===== src/rtl/rrd_pkg.sv =====
`timescale 1ns/1ps
// Shared types and field positions for the response ring dispatcher.
// Assumes 32-bit command and extended words with a 4-bit codec field.
package rrd_pkg;
    localparam int EXT_ADDR_LSB  = 0;
    localparam int EXT_UNSOL_BIT = 4;
    localparam int CMD_ADDR_LSB  = 28;
    localparam int ADDR_W        = 4;

    typedef enum logic [1:0] {
        RSP_NONE      = 2'd0,
        RSP_SOLICITED = 2'd1,
        RSP_UNSOL     = 2'd2,
        RSP_SPURIOUS  = 2'd3
    } rsp_class_e;
endpackage


===== src/rtl/rrd_classify.sv =====
`timescale 1ns/1ps
// Combinational sorter: decides the class of an accepted response from its
// extended word and the idle state of the addressed codec's counter.
// Assumes NUM_CODECS <= 16 (the address field is four bits).
module rrd_classify #(
    parameter int NUM_CODECS = 16
) (
    input  logic                   valid,
    input  logic [31:0]            ext,
    input  logic [NUM_CODECS-1:0]  codec_idle,
    output rrd_pkg::rsp_class_e    cls,
    output logic [NUM_CODECS-1:0]  dec_vec
);
    import rrd_pkg::*;

    logic [ADDR_W-1:0]     addr;
    logic                  in_range;
    logic                  busy;
    logic [NUM_CODECS-1:0] sel;

    assign addr     = ext[EXT_ADDR_LSB +: ADDR_W];
    assign in_range = (int'(addr) < NUM_CODECS);

    // Select the addressed codec and fetch whether it has commands outstanding.
    always_comb begin
        sel  = '0;
        busy = 1'b0;
        for (int i = 0; i < NUM_CODECS; i++) begin
            if (int'(addr) == i) begin
                sel[i] = 1'b1;
                busy   = ~codec_idle[i];
            end
        end
    end

    // Priority: range error, then unsolicited, then match or spurious.
    always_comb begin
        if (!valid)                  cls = RSP_NONE;
        else if (!in_range)          cls = RSP_SPURIOUS;
        else if (ext[EXT_UNSOL_BIT]) cls = RSP_UNSOL;
        else if (busy)               cls = RSP_SOLICITED;
        else                         cls = RSP_SPURIOUS;
    end

    assign dec_vec = (cls == RSP_SOLICITED) ? sel : '0;
endmodule


===== src/rtl/rrd_pend_bank.sv =====
`timescale 1ns/1ps
// Per-codec bank of saturating outstanding-command counters and
// last-response registers. Commands decode their codec from bits 31:28;
// out-of-range addresses fold onto codec 0.
module rrd_pend_bank #(
    parameter int NUM_CODECS = 16,
    parameter int PEND_W     = 4
) (
    input  logic                     clk,
    input  logic                     rst_n,
    input  logic                     cmd_valid,
    input  logic [31:0]              cmd_word,
    input  logic [NUM_CODECS-1:0]    dec_vec,
    input  logic [31:0]              rsp_word,
    output logic [NUM_CODECS-1:0]    codec_idle,
    output logic [32*NUM_CODECS-1:0] last_resp,
    output logic                     pend_ovf
);
    import rrd_pkg::*;

    localparam logic [PEND_W-1:0] CNT_MAX = '1;

    logic [ADDR_W-1:0]     cmd_addr;
    logic [NUM_CODECS-1:0] inc_vec;
    logic [NUM_CODECS-1:0] sat_hit;

    assign cmd_addr = cmd_word[CMD_ADDR_LSB +: ADDR_W];

    // Decode the issuing codec, folding unsupported addresses to codec 0.
    always_comb begin
        for (int i = 0; i < NUM_CODECS; i++) begin
            inc_vec[i] = cmd_valid &&
                         ((int'(cmd_addr) == i) ||
                          (i == 0 && int'(cmd_addr) >= NUM_CODECS));
        end
    end

    for (genvar c = 0; c < NUM_CODECS; c++) begin : g_codec
        logic [PEND_W-1:0] cnt;
        logic [31:0]       last;

        // Count commands up and matched responses down, holding at maximum.
        always_ff @(posedge clk) begin
            if (!rst_n) begin
                cnt <= '0;
            end else if (inc_vec[c] && !dec_vec[c]) begin
                if (cnt != CNT_MAX) cnt <= cnt + 1'b1;
            end else if (dec_vec[c] && !inc_vec[c]) begin
                cnt <= cnt - 1'b1;
            end
        end

        // Capture the response word of each matched solicited response.
        always_ff @(posedge clk) begin
            if (!rst_n)          last <= '0;
            else if (dec_vec[c]) last <= rsp_word;
        end

        assign sat_hit[c]             = inc_vec[c] && !dec_vec[c] && (cnt == CNT_MAX);
        assign codec_idle[c]          = (cnt == '0);
        assign last_resp[32*c +: 32]  = last;
    end

    // Register the saturation indication as a one-cycle pulse.
    always_ff @(posedge clk) begin
        if (!rst_n) pend_ovf <= 1'b0;
        else        pend_ovf <= |sat_hit;
    end
endmodule


===== src/rtl/rrd_ring_ptr.sv =====
`timescale 1ns/1ps
// Ring write pointer: optional clear to 0, then pre-increment per write.
// Assumes DEPTH is a power of two so the wrap is the natural overflow.
module rrd_ring_ptr #(
    parameter int DEPTH = 256,
    localparam int AW   = $clog2(DEPTH)
) (
    input  logic          clk,
    input  logic          rst_n,
    input  logic          we,
    input  logic          clr,
    output logic [AW-1:0] ptr
);
    logic [AW-1:0] base;

    assign base = clr ? '0 : ptr;

    // Advance the pointer for each accepted entry, after any clear.
    always_ff @(posedge clk) begin
        if (!rst_n)  ptr <= '0;
        else if (we) ptr <= base + 1'b1;
        else         ptr <= base;
    end
endmodule


===== src/rtl/rrd_irq_ctr.sv =====
`timescale 1ns/1ps
// Response interrupt: counts accepted entries up to a programmed threshold
// (0 treated as 1), then sets a sticky flag cleared by acknowledge.
module rrd_irq_ctr #(
    parameter int ICNT_W = 8
) (
    input  logic              clk,
    input  logic              rst_n,
    input  logic              hit,
    input  logic [ICNT_W-1:0] thr_cfg,
    input  logic              ack,
    input  logic              en,
    output logic              irq
);
    logic [ICNT_W-1:0] cnt;
    logic [ICNT_W-1:0] thr;
    logic [ICNT_W:0]   step;
    logic              reach;
    logic              flag;

    assign thr   = (thr_cfg == '0) ? ICNT_W'(1) : thr_cfg;
    assign step  = {1'b0, cnt} + 1'b1;
    assign reach = hit && (step >= {1'b0, thr});

    // Track entries since the last interrupt.
    always_ff @(posedge clk) begin
        if (!rst_n)     cnt <= '0;
        else if (reach) cnt <= '0;
        else if (hit)   cnt <= step[ICNT_W-1:0];
    end

    // Hold the interrupt until acknowledged; a new setting beats the ack.
    always_ff @(posedge clk) begin
        if (!rst_n)     flag <= 1'b0;
        else if (reach) flag <= 1'b1;
        else if (ack)   flag <= 1'b0;
    end

    assign irq = flag && en;
endmodule


===== src/rtl/resp_ring_dispatch.sv =====
`timescale 1ns/1ps
// Top: accepts 64-bit response entries, writes them to the ring interface,
// sorts them into solicited / unsolicited / spurious, and drives the per-codec
// bookkeeping and the response interrupt. All effects land one edge later.
module resp_ring_dispatch #(
    parameter int NUM_CODECS = 16,
    parameter int PEND_W     = 4,
    parameter int RING_DEPTH = 256,
    parameter int ICNT_W     = 8,
    localparam int RING_AW   = $clog2(RING_DEPTH)
) (
    input  logic                     clk,
    input  logic                     rst_n,
    input  logic                     cfg_dma_en,
    input  logic                     cfg_irq_en,
    input  logic [ICNT_W-1:0]        cfg_irq_count,
    input  logic                     irq_ack,
    input  logic                     wp_clear,
    input  logic                     cmd_valid,
    input  logic [31:0]              cmd_word,
    input  logic                     rsp_valid,
    input  logic [31:0]              rsp_word,
    input  logic [31:0]              rsp_ext,
    output logic                     ring_we,
    output logic [RING_AW-1:0]       ring_wp,
    output logic [63:0]              ring_data,
    output logic                     evt_valid,
    output logic [31:0]              evt_resp,
    output logic [31:0]              evt_ext,
    output logic                     spur_err,
    output logic                     pend_ovf,
    output logic [NUM_CODECS-1:0]    codec_idle,
    output logic [32*NUM_CODECS-1:0] last_resp,
    output logic                     irq
);
    import rrd_pkg::*;

    logic                  accept;
    rsp_class_e            cls;
    logic [NUM_CODECS-1:0] dec_vec;

    assign accept = rsp_valid && cfg_dma_en;

    rrd_classify #(.NUM_CODECS(NUM_CODECS)) u_cls (
        .valid      (accept),
        .ext        (rsp_ext),
        .codec_idle (codec_idle),
        .cls        (cls),
        .dec_vec    (dec_vec)
    );

    rrd_pend_bank #(.NUM_CODECS(NUM_CODECS), .PEND_W(PEND_W)) u_bank (
        .clk        (clk),
        .rst_n      (rst_n),
        .cmd_valid  (cmd_valid),
        .cmd_word   (cmd_word),
        .dec_vec    (dec_vec),
        .rsp_word   (rsp_word),
        .codec_idle (codec_idle),
        .last_resp  (last_resp),
        .pend_ovf   (pend_ovf)
    );

    rrd_ring_ptr #(.DEPTH(RING_DEPTH)) u_ptr (
        .clk   (clk),
        .rst_n (rst_n),
        .we    (accept),
        .clr   (wp_clear),
        .ptr   (ring_wp)
    );

    rrd_irq_ctr #(.ICNT_W(ICNT_W)) u_irq (
        .clk     (clk),
        .rst_n   (rst_n),
        .hit     (accept),
        .thr_cfg (cfg_irq_count),
        .ack     (irq_ack),
        .en      (cfg_irq_en),
        .irq     (irq)
    );

    // Register the ring write strobe and strobes derived from the class.
    always_ff @(posedge clk) begin
        if (!rst_n) begin
            ring_we   <= 1'b0;
            evt_valid <= 1'b0;
            spur_err  <= 1'b0;
        end else begin
            ring_we   <= accept;
            evt_valid <= (cls == RSP_UNSOL);
            spur_err  <= (cls == RSP_SPURIOUS);
        end
    end

    // Register the entry payload and event payload alongside their strobes.
    always_ff @(posedge clk) begin
        if (!rst_n) begin
            ring_data <= '0;
            evt_resp  <= '0;
            evt_ext   <= '0;
        end else if (accept) begin
            ring_data <= {rsp_ext, rsp_word};
            evt_resp  <= rsp_word;
            evt_ext   <= rsp_ext;
        end
    end
endmodule


===== config.mk =====
export PLATFORM = sky130hd
export DESIGN_NAME = resp_ring_dispatch
export DESIGN_NICKNAME = d
export VERILOG_FILES = /design/src/rtl/rrd_pkg.sv /design/src/rtl/rrd_classify.sv /design/src/rtl/rrd_pend_bank.sv /design/src/rtl/rrd_ring_ptr.sv /design/src/rtl/rrd_irq_ctr.sv /design/src/rtl/resp_ring_dispatch.sv
export SDC_FILE = /design/constraint.sdc
export NUM_CORES = 2
export LEC_CHECK = 0
export BUFFER_PORTS_ARGS = -buffer_cell sky130_fd_sc_hd__buf_2
export CAP_MARGIN = 40
export CORE_AREA = 5 5 303 305
export DETAILED_ROUTE_END_ITERATION = 10
export DIE_AREA = 0 0 308 310
export MAX_ROUTING_LAYER = met4
export PLACE_DENSITY = 0.61
export SYNTH_ARGS = -nofsm -noshare
export SYNTH_HDL_FRONTEND = slang
export SYNTH_HIERARCHICAL = 1
export SYNTH_SLANG_ARGS = --single-unit

===== constraint.sdc =====
create_clock -name clk -period 10.7 [get_ports clk]
set_clock_uncertainty 0.05 [all_clocks]
set_input_delay 2.14 -clock clk [delete_from_list [all_inputs] [get_ports clk]]
set_output_delay 2.14 -clock clk [all_outputs]
set_load 0.05 [all_outputs]

==> results.yml <==
timing:
  rsz0062_at_grt: "no"
  setup_tns_ps: 0
  maxSlewHeadroom_pct: 18.8
  hold_viol: 0
  finalCritPeriodShare_pct: 60.1
  fin_crit_ps: 6430
  slew_viol_final: 0
  fmax_mhz: 156
  setup_violations: 0
  tightest_slew_ps: 1220
logic_synthesis:
  async_flop_share_pct: 0
  yosysSeqAreaShare_pct: 46.5
  synth-seq-cells: 661
  ys_types: 76
  avgSynthCellArea_um2: 10.5
  yosysTopAreaCell: "dfxtp_1"
  yosys_warnings: 6
  synth_edf_count: 0
  synth_cells: 2705
  synth_area_leaders: "dfxtp_1 47%, mux2i_1 19%, nor2b_1 12%"
  synth_top_area_share_pct: 46.5
  syn_nets: 2875
  syn-cell-area_mm2: 0.0284
  ys.flop_type: "dfxtp_1"
worst_hold_path:
  min_path_type: "register to register"
setup_path:
  slowest_delay_ps: 710
  required_ps: 11180
  cp-end-kind: "register"
  worstPathCellList: "buf_2 -> buf_4 -> and2_4 -> nor2b_1 -> nand2_1 -> or2_2 -> nor2_4 -> buf_4 -> or4_1 -> ha_1 -> a21o_1 -> a21oi_1 -> xor2_1 -> or3_1 -> a21boi_0"
  startpoint_type: "primary input"
  path_common_cell: "buf_4"
  crit_fanout: 66
  path_class: "primary input to register"
  worstPathArrival_ps: 6910
  cp_slowest_cell: "and2_4"
route:
  postRouteAntennaNets: 0
  drt_iter0_drc: 1652
  vias: 21400
  wl_per_cell_um: 21.8
  dr.pass1.iters: 5
  vias_per_cell: 4.72
  drc: 0
  wl_mm: 98.7
finish:
  final_util_pct: 39.6
  nNetsFinal: 3466
  areaGrowthSynthToFinish_pct: 23.9
  drive_above_1_share_pct: 29.5
clocking:
  cts_resized: 0
  cts.sinks: 661
  clk_pin_slew_ps: 60
  root_buffer: "clkbuf_16"
  clock_latency_ps: 630
  cts_made_buffers: 76
  postCtsSetupBuffers: 0
  cts.hold.buffers_added: 0
  cts_tree: "yes"
  htreeDepth: 3
  clock_path_buffers: 3
floorplan:
  die_y_um: 310
  die_x_um: 308
  initial_core_util_pct: 31.9
  core_area_mm2: 0.0890
  die_area_mm2: 0.0955
  ios: 781
  fp-row-count: 110
place:
  dp_hpwl_mm: 66.5
  place_congestion: 0.821
  port_buffers: 752
global_route:
  grtUsageTotal_pct: 20.0
  antenna_found_initial: 4
  grt_pass1_vias: 20600
  grt_max_degree: 271
  grt_pass1_wl_mm: 140
  grt_overflow_total: 0
power:
  peakVddDrop_mv: 0.123
  p_per_area_mw_per_mm2: 158
  leakage_nw: 14.1
  p_total_mw: 5.56
job:
  drv_cap: 0
status:
  outcome: "complete, no violations"
## cells in the mapped netlist, types with 5 or more instances
master / n
a211oi_1: 11
a21boi_0: 8
a21boi_1: 10
a21o_1: 17
a21oi_1: 22
and2_1: 27
and3_1: 6
buf_12: 6
buf_2: 20
buf_4: 77
buf_6: 6
clkbuf_1: 162
dfxtp_1: 661
fa_1: 16
ha_1: 42
inv_1: 11
mux2i_1: 550
nand2_1: 102
nand2b_1: 10
nand3_1: 18
nand4_1: 80
nor2_1: 18
nor2b_1: 544
nor3_1: 9
nor4_1: 21
o211a_1: 7
o21ai_0: 20
o21ai_1: 17
o21ai_2: 50
o22ai_1: 10
or3_1: 23
or4_1: 5
or4b_1: 6
xnor2_1: 22
xor2_1: 34
## stage by stage
step           cell area, um2  setup WS [ps]  cells  hold slack, ps
6_report                35200           4270   4531             416
4_1_cts                 35200           4340   4529             416
5_1_grt                 35200           4040   4531             429
3_3_place_gp            32600           3670   4385             397
3_5_place_dp            32700           3700   4394             406
2_1_floorplan           28400           5430   2705             411
## power by group
part	total (mW)	switching, mW	internal [mW]	leakage (nW)
Combinational	0.451	0.329	0.122	7.52
Clock	2.61	1.10	1.50	1.24
Sequential	2.51	0.0210	2.48	5.33
## layout make-up
cell class / count / area, um2
Fill cell: 8889 / 53800
Multi-Input combinational cell: 1760 / 13900
Sequential cell: 661 / 13200
Timing Repair Buffer: 785 / 4100
Clock buffer: 110 / 2210
Tap cell: 1176 / 1470
Clock inverter: 25 / 313
Inverter: 12 / 45.0
Antenna cell: 2 / 5.00
## cells in the final DEF, fill, tap and decap left out, types with 12 or more instances in the layout
| cell type | Yosys | layout |
|---|---|---|
| mux2i_1 | 550 | 550 |
| ha_1 | 42 | 42 |
| clkbuf_16 | 0 | 76 |
| nand2_1 | 102 | 102 |
| or3_1 | 23 | 23 |
| a21o_1 | 17 | 17 |
| a21oi_1 | 22 | 22 |
| and2_1 | 27 | 27 |
| buf_2 | 20 | 751 |
| dfxtp_1 | 661 | 661 |
| buf_4 | 77 | 23 |
| nor2b_1 | 544 | 544 |
| nand3_1 | 18 | 18 |
| o21ai_0 | 20 | 20 |
| nand4_1 | 80 | 80 |
| fa_1 | 16 | 16 |
| clkinv_2 | 0 | 12 |
| nor4_1 | 21 | 20 |
| xnor2_1 | 22 | 22 |
| xor2_1 | 34 | 34 |
| o21ai_2 | 50 | 50 |
| nor2_1 | 18 | 16 |
| clkbuf_8 | 0 | 18 |
| clkbuf_1 | 162 | 16 |
| o21ai_1 | 17 | 17 |
## per-layer routing
metal  track usage [%]  vias to the layer above  share of wire (%)
li1                  -                    10300                  -
met1              24.1                    10200                 42
met2              31.8                      690                 46
met3              6.26                      162                8.3
met4              6.95                        0                3.2
met5                 -                        -                  0
## kinds of logic (layout without fill, tap and decap cells)
group | Yosys count | after routing | share of synthesized area [%]
AND/OR/NAND/NOR | 895 | 895 | 18.9
flip-flops | 661 | 661 | 46.5
multiplexers | 551 | 551 | 19.4
buffers and inverters | 284 | 932 | 5.35
AO/OA/AOI/OAI | 200 | 200 | 5.16
adder cells (fa/ha/maj) | 58 | 58 | 2.97
XOR/XNOR | 56 | 56 | 1.72
other | 0 | 2 | 0
## critical path, delay by kind of cell
family | cells | cell delay, ps
AOI/OAI and AO/OA | 3 | 490
xor gates and xnor gates | 1 | 90
adders and majority gates | 1 | 280
buffers and inverters | 3 | 1260
and+or+nand+nor | 7 | 2530
## registers in the layout (all words and copies together) (netlist names)
signal	cells
u_irq/cnt	8
spur_err	1
u_irq/flag	1
u_bank/pend_ovf	1
u_ptr/ptr	8
u_bank/g_codec.last	512
u_bank/g_codec.cnt	64
ring_data	64
evt_valid	1
ring_we	1
## worst paths after layout
kind	startpoint	end	slack, ps	cells after the start
worst max register to register	u_bank/g_codec[14].cnt[0]	u_bank/g_codec[0].cnt[3]	5800	14
worst min register to register	ring_data[10]	ring_data[10]	420	2
worst max-delay path	rsp_valid	u_bank/g_codec[10].cnt[3]	4270	15
worst min-delay path	ring_data[10]	ring_data[10]	420	2
(Power assumes the default switching activity.)
